--- config.mk ---
export PLATFORM = sky130hd
export DESIGN_NAME = vrev_top
export DESIGN_NICKNAME = d
export VERILOG_FILES = /design/src/rtl/vrev_pkg.sv /design/src/rtl/vrev_lane_flip.sv /design/src/rtl/vrev_size_bank.sv /design/src/rtl/vrev_out_stage.sv /design/src/rtl/vrev_top.sv
export SDC_FILE = /design/constraint.sdc
export NUM_CORES = 1
export LEC_CHECK = 0
export BUFFER_PORTS_ARGS = -buffer_cell sky130_fd_sc_hd__buf_2
export CAP_MARGIN = 10
export CORE_AREA = 4 4 198 200
export DETAILED_ROUTE_END_ITERATION = 8
export DIE_AREA = 0 0 202 204
export MAX_ROUTING_LAYER = met4
export PLACE_DENSITY = 0.67
export SLEW_MARGIN = 10
export SYNTH_ARGS = -nofsm -noshare
export SYNTH_HDL_FRONTEND = slang
export SYNTH_SLANG_ARGS = --single-unit
--- constraint.sdc ---
create_clock -name clk -period 1.6 [get_ports clk]
set_input_delay 0.08 -clock clk [delete_from_list [all_inputs] [get_ports clk]]
set_output_delay 0.08 -clock clk [all_outputs]
set_load 0.03 [all_outputs]
--- src/rtl/vrev_pkg.sv ---
package vrev_pkg;

  typedef enum logic [1:0] {
    SZ_BYTE = 2'b00,
    SZ_HALF = 2'b01,
    SZ_WORD = 2'b10,
    SZ_DBL  = 2'b11
  } vrev_size_e;

  localparam int unsigned NUM_SIZES = 4;

  // element width for a size code; base is 8 for data, 1 for predicate
  function automatic int unsigned elem_width(input int unsigned code,
                                             input int unsigned base);
    return base << code;
  endfunction

  // number of elements of that width in a vector of total_w bits
  function automatic int unsigned elem_count(input int unsigned total_w,
                                             input int unsigned code,
                                             input int unsigned base);
    return total_w / elem_width(code, base);
  endfunction

endpackage

--- src/rtl/vrev_lane_flip.sv ---
module vrev_lane_flip #(
  parameter int unsigned TOTAL_W = 256,
  parameter int unsigned ELEM_W  = 8
) (
  input  logic [TOTAL_W-1:0] din,
  output logic [TOTAL_W-1:0] dout
);
  localparam int unsigned N_ELEM = TOTAL_W / ELEM_W;

  for (genvar i = 0; i < N_ELEM; i++) begin : g_lane
    assign dout[i*ELEM_W +: ELEM_W] = din[(N_ELEM-1-i)*ELEM_W +: ELEM_W];
  end
endmodule

--- src/rtl/vrev_size_bank.sv ---
module vrev_size_bank
  import vrev_pkg::*;
#(
  parameter int unsigned TOTAL_W = 256,
  parameter int unsigned BASE_W  = 8
) (
  input  logic [TOTAL_W-1:0] din,
  input  logic [1:0]         size_code,
  output logic [TOTAL_W-1:0] dout
);
  logic [NUM_SIZES-1:0][TOTAL_W-1:0] flipped;

  for (genvar s = 0; s < NUM_SIZES; s++) begin : g_size
    vrev_lane_flip #(
      .TOTAL_W(TOTAL_W),
      .ELEM_W (elem_width(s, BASE_W))
    ) u_flip (
      .din (din),
      .dout(flipped[s])
    );
  end

  always_comb begin
    dout = flipped[size_code];
  end
endmodule

--- src/rtl/vrev_out_stage.sv ---
module vrev_out_stage #(
  parameter int unsigned W = 256
) (
  input  logic         clk,
  input  logic         rst,
  input  logic         load,
  input  logic [W-1:0] d,
  output logic [W-1:0] q,
  output logic         vld
);
  always_ff @(posedge clk) begin
    if (rst) begin
      q   <= '0;
      vld <= 1'b0;
    end else begin
      vld <= load;
      if (load) q <= d;
    end
  end
endmodule

--- src/rtl/vrev_top.sv ---
module vrev_top #(
  parameter int unsigned VEC_W = 256
) (
  input  logic             clk,
  input  logic             rst,
  input  logic             start,
  input  logic             pred_mode,
  input  logic [1:0]       size_code,
  input  logic [VEC_W-1:0] src,
  output logic [VEC_W-1:0] result,
  output logic             valid
);
  localparam int unsigned PRED_W = VEC_W / 8;

  logic [VEC_W-1:0]  data_flip;
  logic [PRED_W-1:0] pred_flip;
  logic [VEC_W-1:0]  next_result;
  logic              capture;

  vrev_size_bank #(.TOTAL_W(VEC_W), .BASE_W(8)) u_data_bank (
    .din      (src),
    .size_code(size_code),
    .dout     (data_flip)
  );

  vrev_size_bank #(.TOTAL_W(PRED_W), .BASE_W(1)) u_pred_bank (
    .din      (src[PRED_W-1:0]),
    .size_code(size_code),
    .dout     (pred_flip)
  );

  assign capture     = start;
  assign next_result = pred_mode ? {{(VEC_W-PRED_W){1'b0}}, pred_flip} : data_flip;

  vrev_out_stage #(.W(VEC_W)) u_out (
    .clk (clk),
    .rst (rst),
    .load(capture),
    .d   (next_result),
    .q   (result),
    .vld (valid)
  );
endmodule

==> results of run 1 <==
## cell type report
type	instances	area share [%]
antenna	5	0.0560
clock buffer	40	3.85
clock inverter	15	0.700
multi-input combinational	751	42.5
sequential	257	23.0
tap	511	2.86
timing repair buffer	846	27.0
## stage by stage
| stage | util (%) | TNS, ns | hold WS (ns) |
|---|---|---|---|
| CTS | 59.7 | 0 | 0.0000422 |
| floorplan | - | 0 | 0.327 |
| global route | 59.7 | 0 | 0.00932 |
| finish | 59.7 | -0.00644 | 0.00890 |
| detailed placement | 50.7 | 0 | 0.432 |
| global placement | 50.7 | 0 | 0.431 |
## kinds of logic after synthesis
kind of cell	count (synthesis)
AND/OR/NAND/NOR	176
buffers and inverters	132
flip-flops	257
AO/OA/AOI/OAI	268
multiplexers	307
## cells in the final DEF, fill, tap and decap left out, types with 4 or more instances in the layout
master	netlist	final
a21oi_1	49	49
a222oi_1	7	7
a22o_1	175	175
a22oi_1	6	6
a311oi_1	7	7
buf_12	1	29
buf_2	50	515
buf_4	15	67
clkbuf_1	41	4
clkbuf_16	0	31
clkbuf_8	0	5
clkinv_2	0	10
dfxtp_1	257	257
diode_2	0	5
dlygate4sd3_1	0	232
mux2_2	31	31
mux2i_1	6	6
mux4_2	270	270
nand2_1	13	13
nand2b_1	4	4
nand3_1	6	6
nor2_1	76	76
nor2b_1	53	52
nor3_1	17	17
o22ai_1	17	17
## synthesized netlist by cell type, types with 2 or more instances
cell	number	area [sq um]
nor3_1	17	85.1
mux2_2	31	349
nor2b_1	53	332
a22oi_1	6	45.0
o22ai_1	17	106
mux4_2	270	6080
and2_1	2	12.5
clkbuf_1	41	154
nand3_1	6	30.0
nand2b_1	4	25.0
nor2_1	76	285
a222oi_1	7	70.1
buf_6	22	248
a311oi_1	7	61.3
dfxtp_1	257	5140
buf_1	2	7.51
buf_2	50	250
a211oi_1	2	15.0
a22o_1	175	1530
mux2i_1	6	60.1
nor2_2	2	12.5
a21oi_1	49	245
buf_4	15	113
nand2_1	13	48.8
## report_power, final
part	leakage, nW	internal, mW	switching (mW)	total, mW
Combinational	6.93	2.64	2.72	5.37
Clock	0.508	4.23	2.96	7.20
Sequential	2.10	6.74	0.215	6.96
## how the worst max path moves through the flow
stage	depth (start not counted)	slack, ns	to
finish	5	-0.006	u_out.q[66]$_SDFFE_PP0P_
global route	5	0.006	u_out.q[78]$_SDFFE_PP0P_
CTS	5	0.06	u_out.q[130]$_SDFFE_PP0P_
detailed placement	5	0.01	u_out.q[11]$_SDFFE_PP0P_
global placement	5	0.03	u_out.q[11]$_SDFFE_PP0P_
floorplan	6	0.28	u_out.q[216]$_SDFFE_PP0P_
## critical path: cells and delay by family
kind	cells	cell delay (ns)
buf+inv	3	1.33
mux	1	0.47
compound gates	1	0.19
## registers in the layout (all words and copies together) (netlist names)
| name | flops |
|---|---|
| u_out.q | 256 |
| u_out.vld | 1 |
## layer usage
| layer | wire length (um) | GRT usage, % | up-vias | part of all wire [%] |
|---|---|---|---|---|
| li1 | - | - | 6248 | - |
| met3 | 7220 | 6.66 | 209 | 11 |
| met2 | 30600 | 49.5 | 1176 | 47 |
| met1 | 23600 | 39.1 | 7565 | 36 |
| met5 | 0 | - | - | 0 |
| met4 | 3500 | 13.5 | 0 | 5.4 |
## repair_timing
action	CTS	global route
hold buffers	235	0
resized for setup	0	3
setup endpoints to repair	0	17
endpoints found under the hold margin	162	0
==> flow_metrics.tcl, run 1 <==
set metrics [dict create \
    r2r-end "u_out.q[33]$_SDFFE_PP0P_" \
    worstHoldPathType "in -> reg" \
    setup_viol 1 \
    whs_path_depth 3 \
    grt_usage_pct 31.3 \
    power_density_nw_per_um2 874 \
    path_class "in -> reg" \
    multiInputGateArea_sq_um 9490 \
    min_period_ns 1.61 \
    synth.avg_cell_area_sq_um 13.5 \
    viasPerCell 6.27 \
    synth_compound_area_share_pct 13.8 \
    htree_levels 1 \
    layout-drive-gt1-share_pct 50.9 \
    max_freq_ghz 0.622 \
    ant_nets 0 \
    cts.sink_count 257 \
    finClkSkew_ns 0 \
    finalNonFillerCells 2425 \
    required_ns 2.07 \
    syn_inst 1140 \
    vias 15198 \
    gr-total-overflow 0 \
    worstReg2RegStart "u_out.q[33]$_SDFFE_PP0P_" \
    hold_viol_final 0 \
    synth_fa_ha_area_share_pct 0 \
    dp.cells 2133 \
    max_slew_margin_pct 65.2 \
    first_pass_iters 6 \
    clock_path_buffers 3 \
    core.rowCount 71 \
    grt_first_pass_wirelength_mm 97.4 \
    synth_area_sq_um 15400 \
    reg2reg_slack_ns 0.77 \
    clock_latency_ns 0.58 \
    post-place-ws_ns 0.0134 \
    finalCritPeriodShare_pct 100 \
    synthToLayoutAreaGrowth_pct 44.8 \
    finish.instance_area_sq_um 22300 \
    rsz0062_at_grt "no" \
    dieHeight_um 204 \
    tightest_slew_ns 0.521 \
    cp_max_fo 4 \
    status "complete, but fails checks" \
    die_area_sq_um 41200 \
    synth-edff-count 0 \
    cp_common_cell "dlygate4sd3_1" \
    critPathLaunch "src[162]" \
    holdPathEnd "u_out.q[118]$_SDFFE_PP0P_" \
    maxCapViolations 0 \
    wirelength_mm 64.9 \
    crit_path_start_kind "primary input" \
    clkSlewWorstSetupHoldPaths_ns 0.06 \
    yosys_warnings 0 \
    async_flop_share_pct 0 \
    synth_top_flop_cell "dfxtp_1" \
    register_area_sq_um 5140 \
    synth-seq-cells 257 \
    ff2ff_path_depth 3 \
    start_util_pct 41.2 \
    cp.arrival_ns 2.07 \
    synth_mux_area_share_pct 42.1 \
    drc 0 \
    dp_hpwl_mm 44.7 \
    cts_buffers 30 \
    synth_top_family_by_area "multiplexers" \
    grt_pass1_vias 15380 \
    die_x_um 202 \
    wl_per_cell_um 26.8 \
    slowest_stage "dlygate4sd3_1" \
    nets 2148 \
    fill_cells 2896 \
    cts_root_buf "clkbuf_16" \
    setup_slack_ns -0.00644 \
    crit_chain "dlygate4sd3_1 -> buf_2 -> mux4_2 -> dlygate4sd3_1 -> a22o_1" \
    gp_congestion 0.960 \
    synthXorXnorAreaFrac_pct 0 \
    slowest_delay_ns 0.58 \
    synth_cell_types 34 \
    ys_seq_area_share_pct 33.4 \
    first_iter_violations 1641 \
    p_leak_nw 9.54 \
    slew_viol_final 0 \
    tritoncts "yes" \
    hold_path_startpoint "src[134]" \
    ir_worst_vdd_uv 627 \
    yosys.area_share.simple_pct 5.55 \
    failed_checks "setup timing" \
    p_total_mw 19.5 \
    grt_antenna_before_repair 6 \
    grt_max_degree 93 \
    syn-num-nets 1402 \
    io_buffers 518 \
    fp.coreArea_sq_um 37400 \
    ioPinCount 519 \
    placedInstanceArea_sq_um 19000 \
    cp-end-kind "flip-flop" \
    postCtsSetupBuffers 0 \
]
(Power assumes the default switching activity.)
==> inputs of run 2 (changes only) <==
--- a/config.mk
+++ b/config.mk
@@ -7,12 +7,14 @@
 export LEC_CHECK = 0
 export BUFFER_PORTS_ARGS = -buffer_cell sky130_fd_sc_hd__buf_2
 export CAP_MARGIN = 10
-export CORE_AREA = 4 4 198 200
+export CORE_ASPECT_RATIO = 1.75
+export CORE_MARGIN = 4
+export CORE_UTILIZATION = 47
 export DETAILED_ROUTE_END_ITERATION = 8
-export DIE_AREA = 0 0 202 204
 export MAX_ROUTING_LAYER = met4
-export PLACE_DENSITY = 0.67
+export PLACE_DENSITY = 0.7
 export SLEW_MARGIN = 10
 export SYNTH_ARGS = -nofsm -noshare
 export SYNTH_HDL_FRONTEND = slang
+export SYNTH_HIERARCHICAL = 1
 export SYNTH_SLANG_ARGS = --single-unit
==> constraint.sdc (replaced) <==
create_clock -name clk -period 1.6 [get_ports clk]
set_input_delay 0.32 -clock clk [delete_from_list [all_inputs] [get_ports clk]]
set_output_delay 0.32 -clock clk [all_outputs]
set_load 0.03 [all_outputs]
==> flow_metrics.tcl, run 2 <==
set metrics [dict create \
    cp-end-kind "output port" \
    first_iter_violations 1116 \
    status "completed" \
    grt_usage_pct 21.9 \
    worstHoldPathType "in -> reg" \
    hold_path_startpoint "rst" \
    power_density_nw_per_um2 858 \
    grt_pass1_vias 15612 \
    max_slew_margin_pct 74.6 \
    die_area_sq_um 61600 \
    ir_worst_vdd_uv 968 \
    min_period_ns 1.57 \
    whs_ns 0.180 \
    syn_inst 2616 \
    layout-drive-gt1-share_pct 50.7 \
    cts_root_buf "clkbuf_16" \
    path_class "reg -> out" \
    placedInstanceArea_sq_um 22000 \
    grt_max_degree 44 \
    wl_per_cell_um 24.6 \
    slowest_delay_ns 0.36 \
    reg2reg_slack_ns 0.91 \
    critPathLaunch "u_out/q[184]$_SDFFE_PP0P_" \
    ioPinCount 519 \
    setup_viol 0 \
    cp_top_family "flip-flops" \
    viasPerCell 5.39 \
    reg_top3 "u_out/q x256, u_out/vld x1" \
    grt_antenna_before_repair 9 \
    die_x_um 189 \
    layout_commonest_cell "buf_2" \
    fill_cells 5447 \
    setup_slack_ns 0.0341 \
    drc 0 \
    htree_levels 1 \
    fp.coreArea_sq_um 57000 \
    switching_share_pct 31.0 \
    dp_hpwl_mm 53.9 \
    first_pass_iters 5 \
    yosys_warnings 6 \
    crit_path_start_kind "flip-flop" \
    clkSlewWorstSetupHoldPaths_ns 0.07 \
    finalCritPeriodShare_pct 97.9 \
    synth_top_flop_cell "dfxtp_1" \
    p_sw_mw 6.15 \
    worstReg2RegStart "u_out/q[162]$_SDFFE_PP0P_" \
    cts_buffers 28 \
    synth.avg_cell_area_sq_um 10.3 \
    gp_congestion 0.966 \
    holdPathEnd "u_out/q[174]$_SDFFE_PP0P_" \
    synth-edff-count 0 \
    core.rowCount 116 \
    largest_register "u_out/q" \
    required_ns 1.28 \
    slowest_stage "dfxtp_1" \
    tritoncts "yes" \
    p_comb_share_pct 28.1 \
    cts.sink_count 257 \
    register_area_sq_um 5150 \
    vias 15081 \
    finClkSkew_ns 0 \
    maxCapViolations 0 \
    rsz0062_at_grt "no" \
    dieHeight_um 325 \
    hold_viol_final 0 \
    io_buffers 518 \
    whs_path_depth 2 \
    clock_latency_ns 0.58 \
    clock_power_share_pct 36.7 \
    synth_cell_types 14 \
    pwr-share-seq_pct 35.2 \
    p_total_mw 19.8 \
    cp_max_fo 2 \
    start_util_pct 47.4 \
    p_leak_nw 10.2 \
    async_flop_share_pct 0 \
    intPower_mw 13.7 \
    synthToLayoutAreaGrowth_pct -14.6 \
    final_cell_mix "506 x buf_2, 286 x mux4_2, 256 x mux2i_1, 256 x nor2_1, 255 x dfxtp_1" \
    gr-total-overflow 0 \
    synth-seq-cells 257 \
    grt_first_pass_wirelength_mm 101 \
    slew_viol_final 0 \
    ys_seq_area_share_pct 19.0 \
    wirelength_mm 68.7 \
    clock_path_buffers 3 \
    crit_chain "buf_2" \
    ys_top_cells_by_area "buf_4 32%, mux4_2 24%, dfxtp_1 19%" \
    yosys-top-cells-count "1,158 x buf_4, 286 x mux4_2, 257 x dfxtp_1" \
    multiInputGateArea_sq_um 11800 \
    crit_buf_inv 1 \
    tightest_slew_ns 0.380 \
    synth_area_sq_um 27000 \
    tns_ns 0 \
    cp.arrival_ns 1.25 \
    max_freq_ghz 0.639 \
    postCtsSetupBuffers 0 \
    largest_reg_flops 256 \
    post-place-ws_ns -0.383 \
    ff2ff_path_depth 2 \
    synth_top_area_share_pct 32.2 \
    synth.most_common_cell "buf_4" \
    finish.instance_area_sq_um 23100 \
    r2r-end "u_out/q[162]$_SDFFE_PP0P_" \
    ant_nets 0 \
    nets 2261 \
    yosysTopAreaCell "buf_4" \
    syn-num-nets 2878 \
]
run 2: cell count changes in the layout (fill, tap and decap cells not counted), sizes merged, moves of 37 or more:
| cell | delta |
|---|---|
| dlygate4sd3 | -232 |
| nor2b | +171 |
| buf | +37 |
| a22o | -175 |
| mux2i | +250 |
| a21oi | -49 |
| nor2 | +178 |
run 2: repair_timing:
action | in CTS | in global routing
cloned | 0 | 0
endpoints found under the setup margin | 7 | 2
hold buffers | 0 | 0
gates resized for setup | 7 | 2
run 2: cell type report:
type | instances | area share (%)
antenna | 10 | 0.108
clock buffer | 32 | 3.14
timing repair buffer | 655 | 18.0
clock inverter | 20 | 1.25
multi-input combinational | 1057 | 51.0
sequential | 257 | 22.3
tap | 767 | 4.16
run 2: worst max-delay path by stage:
stage,endpoint,depth (start not counted)
finish,result[184],1
global route,result[177],1
CTS,result[247],1
detailed placement,u_out/q[105]$_SDFFE_PP0P_,7
global placement,u_out/q[7]$_SDFFE_PP0P_,6
floorplan,u_out/q[15]$_SDFFE_PP0P_,7
run 2: routing by layer:
metal,GRT usage [%],vias to the layer above,part of all wire (%),wire (um)
li1,-,6556,-,-
met1,23.6,7529,34,23400
met2,38.1,847,51,35400
met3,4.86,149,9.2,6300
met4,10.3,0,5.3,3670
met5,-,-,0,0
run 2: power groups by stage:
stage	combinational [mW]	sequential, mW	clock [mW]
3_5_place_dp	5.54	7.11	0
2_1_floorplan	5.01	7.73	0
6_report	5.57	6.97	7.26
3_3_place_gp	5.44	7.10	0
4_1_cts	5.58	6.97	7.51
5_1_grt	5.90	7.01	7.67
run 2: kinds of logic after synthesis:
group / count (synthesis) / share of synthesized area (%)
buffers and inverters: 1302 / 37.4
DFF: 257 / 19.0
muxes: 576 / 34.8
and+or+nand+nor: 481 / 8.76
run 2: through the flow:
stage	util (%)	instances
after floorplan	-	2616
after global placement	38.6	2736
after detailed placement	38.6	2736
after CTS	40.4	2788
after global routing	40.5	2797
final	40.5	2798
==> inputs of run 3 (changes only) <==
--- a/config.mk
+++ b/config.mk
@@ -10,9 +10,11 @@
 export CORE_ASPECT_RATIO = 1.75
 export CORE_MARGIN = 4
 export CORE_UTILIZATION = 47
+export CTS_CLUSTER_SIZE = 30
 export DETAILED_ROUTE_END_ITERATION = 8
 export MAX_ROUTING_LAYER = met4
 export PLACE_DENSITY = 0.7
+export SETUP_SLACK_MARGIN = 0.1
 export SLEW_MARGIN = 10
 export SYNTH_ARGS = -nofsm -noshare
 export SYNTH_HDL_FRONTEND = slang
==> flow_metrics.tcl, run 3 (synthesized netlist as in run 2, its figures left out) <==
set metrics [dict create \
    gr-total-overflow 0 \
    cts_root_buf "clkbuf_16" \
    grt_first_pass_wirelength_mm 101 \
    tightest_slew_ns 0.697 \
    slowest_stage "dfxtp_2" \
    gp_congestion 0.962 \
    wirelength_mm 69.0 \
    io_buffers 518 \
    viasPerCell 5.41 \
    vias 15229 \
    cp_top_family "flip-flops" \
    layout-drive-gt1-share_pct 53.1 \
    fp.coreArea_sq_um 57000 \
    final_cell_mix "338 x buf_2, 286 x mux4_2, 256 x mux2i_1, 256 x nor2_1, 225 x nor2b_1" \
    ff2ff_path_depth 2 \
    cp.arrival_ns 1.17 \
    clock_path_buffers 3 \
    cp-end-kind "output port" \
    worstHoldPathType "in -> reg" \
    whs_path_depth 3 \
    grt_max_degree 43 \
    cp_max_fo 2 \
    first_iter_violations 981 \
    cp.depth 1 \
    hold_viol_final 0 \
    ioPinCount 519 \
    clkSlewWorstSetupHoldPaths_ns 0.07 \
    htree_levels 1 \
    cts_buffers 28 \
    pwr-share-seq_pct 34.8 \
    p_sw_mw 6.17 \
    slowest_delay_ns 0.40 \
    drc 0 \
    clock_latency_ns 0.59 \
    finalCritPeriodShare_pct 93.2 \
    grt_usage_pct 22.0 \
    rsz0062_at_grt "yes" \
    status "completed" \
    synthToLayoutAreaGrowth_pct -11.5 \
    p_comb_share_pct 28.7 \
    crit_buf_inv 1 \
    multiInputGateArea_sq_um 11800 \
    final_util_pct 42.0 \
    finClkSkew_ns 0 \
    dp_hpwl_mm 54.2 \
    p_total_mw 20.1 \
    ant_nets 0 \
    dieHeight_um 325 \
    slew_viol_final 0 \
    required_ns 1.28 \
    crit_chain "buf_4" \
    first_pass_iters 7 \
    layout_commonest_cell "buf_2" \
    setup_viol 0 \
    p_leak_nw 10.3 \
    cts.sink_count 257 \
    start_util_pct 47.4 \
    tritoncts "yes" \
    whs_ns 0.164 \
    die_area_sq_um 61600 \
    wl_per_cell_um 24.5 \
    largest_register "u_out/q" \
    largest_reg_flops 256 \
    intPower_mw 13.9 \
    min_period_ns 1.49 \
    grt_antenna_before_repair 17 \
    fill_cells 5396 \
    tns_ns 0 \
    max_freq_ghz 0.671 \
    die_x_um 189 \
    reg_top3 "u_out/q x256, u_out/vld x1" \
    core.rowCount 116 \
    grt_pass1_vias 15731 \
    maxCapViolations 0 \
    ir_worst_vdd_uv 840 \
    max_slew_margin_pct 53.4 \
    cts_hold_buffers 0 \
    clock_power_share_pct 36.5 \
    power_density_nw_per_um2 840 \
    crit_path_start_kind "flip-flop" \
    register_area_sq_um 5200 \
    switching_share_pct 30.7 \
    path_class "reg -> out" \
    nets 2271 \
]
[run 3: changes by cell type in the layout (fill, tap and decap cells not counted), sizes merged]
cell / before / now
clkbuf: 36 / 59
clkinvlp: 3 / 6
diode: 10 / 19
buf: 651 / 638
clkinv: 10 / 7
[run 3: per-layer routing]
metal | vias to the layer above | track usage [%] | share of wire, %
met5 | - | - | 0
met4 | 0 | 10.7 | 5.2
met3 | 142 | 4.18 | 7.9
met2 | 837 | 38.5 | 52
met1 | 7641 | 23.8 | 35
li1 | 6609 | - | -
[run 3: final timing paths]
kind	from	to	slack, ns
min	start	u_out/q[76]$_SDFFE_PP0P_	0.16
min reg2reg	u_out/q[8]$_SDFFE_PP0P_	u_out/q[8]$_SDFFE_PP0P_	0.49
max reg2reg	u_out/q[121]$_SDFFE_PP0P_	u_out/q[121]$_SDFFE_PP0P_	0.92
max	u_out/q[150]$_SDFFE_PP0P_	result[150]	0.11
[run 3: layout make-up]
type,count,share of cell area (%)
clock inverter,20,1.20
sequential,257,21.7
timing repair buffer,665,20.5
tap,767,4.01
clock buffer,32,3.12
antenna,19,0.199
multi-input combinational,1057,49.2
[run 3: repair_timing]
action / CTS / global route
gates resized for setup: 174 / 133
setup buffers: 0 / 0
endpoints found under the setup margin: 119 / 96
[run 3: power groups by stage]
stage	clock (mW)	sequential, mW	combinational (mW)
4_1_cts	7.52	6.99	5.72
2_1_floorplan	0	7.73	5.01
3_3_place_gp	0	7.10	5.49
6_report	7.33	7.01	5.78
3_5_place_dp	0	7.11	5.57
5_1_grt	7.77	7.04	6.11
[run 3: per-stage QoR]
stage | area [sq um] | worst slack [ns] | instances
floorplan | 27100 | -0.164 | 2616
global placement | 22100 | -0.434 | 2746
detailed placement | 22100 | -0.409 | 2746
CTS | 23600 | 0.0376 | 2798
global route | 23900 | 0.0797 | 2815
finish | 23900 | 0.109 | 2817
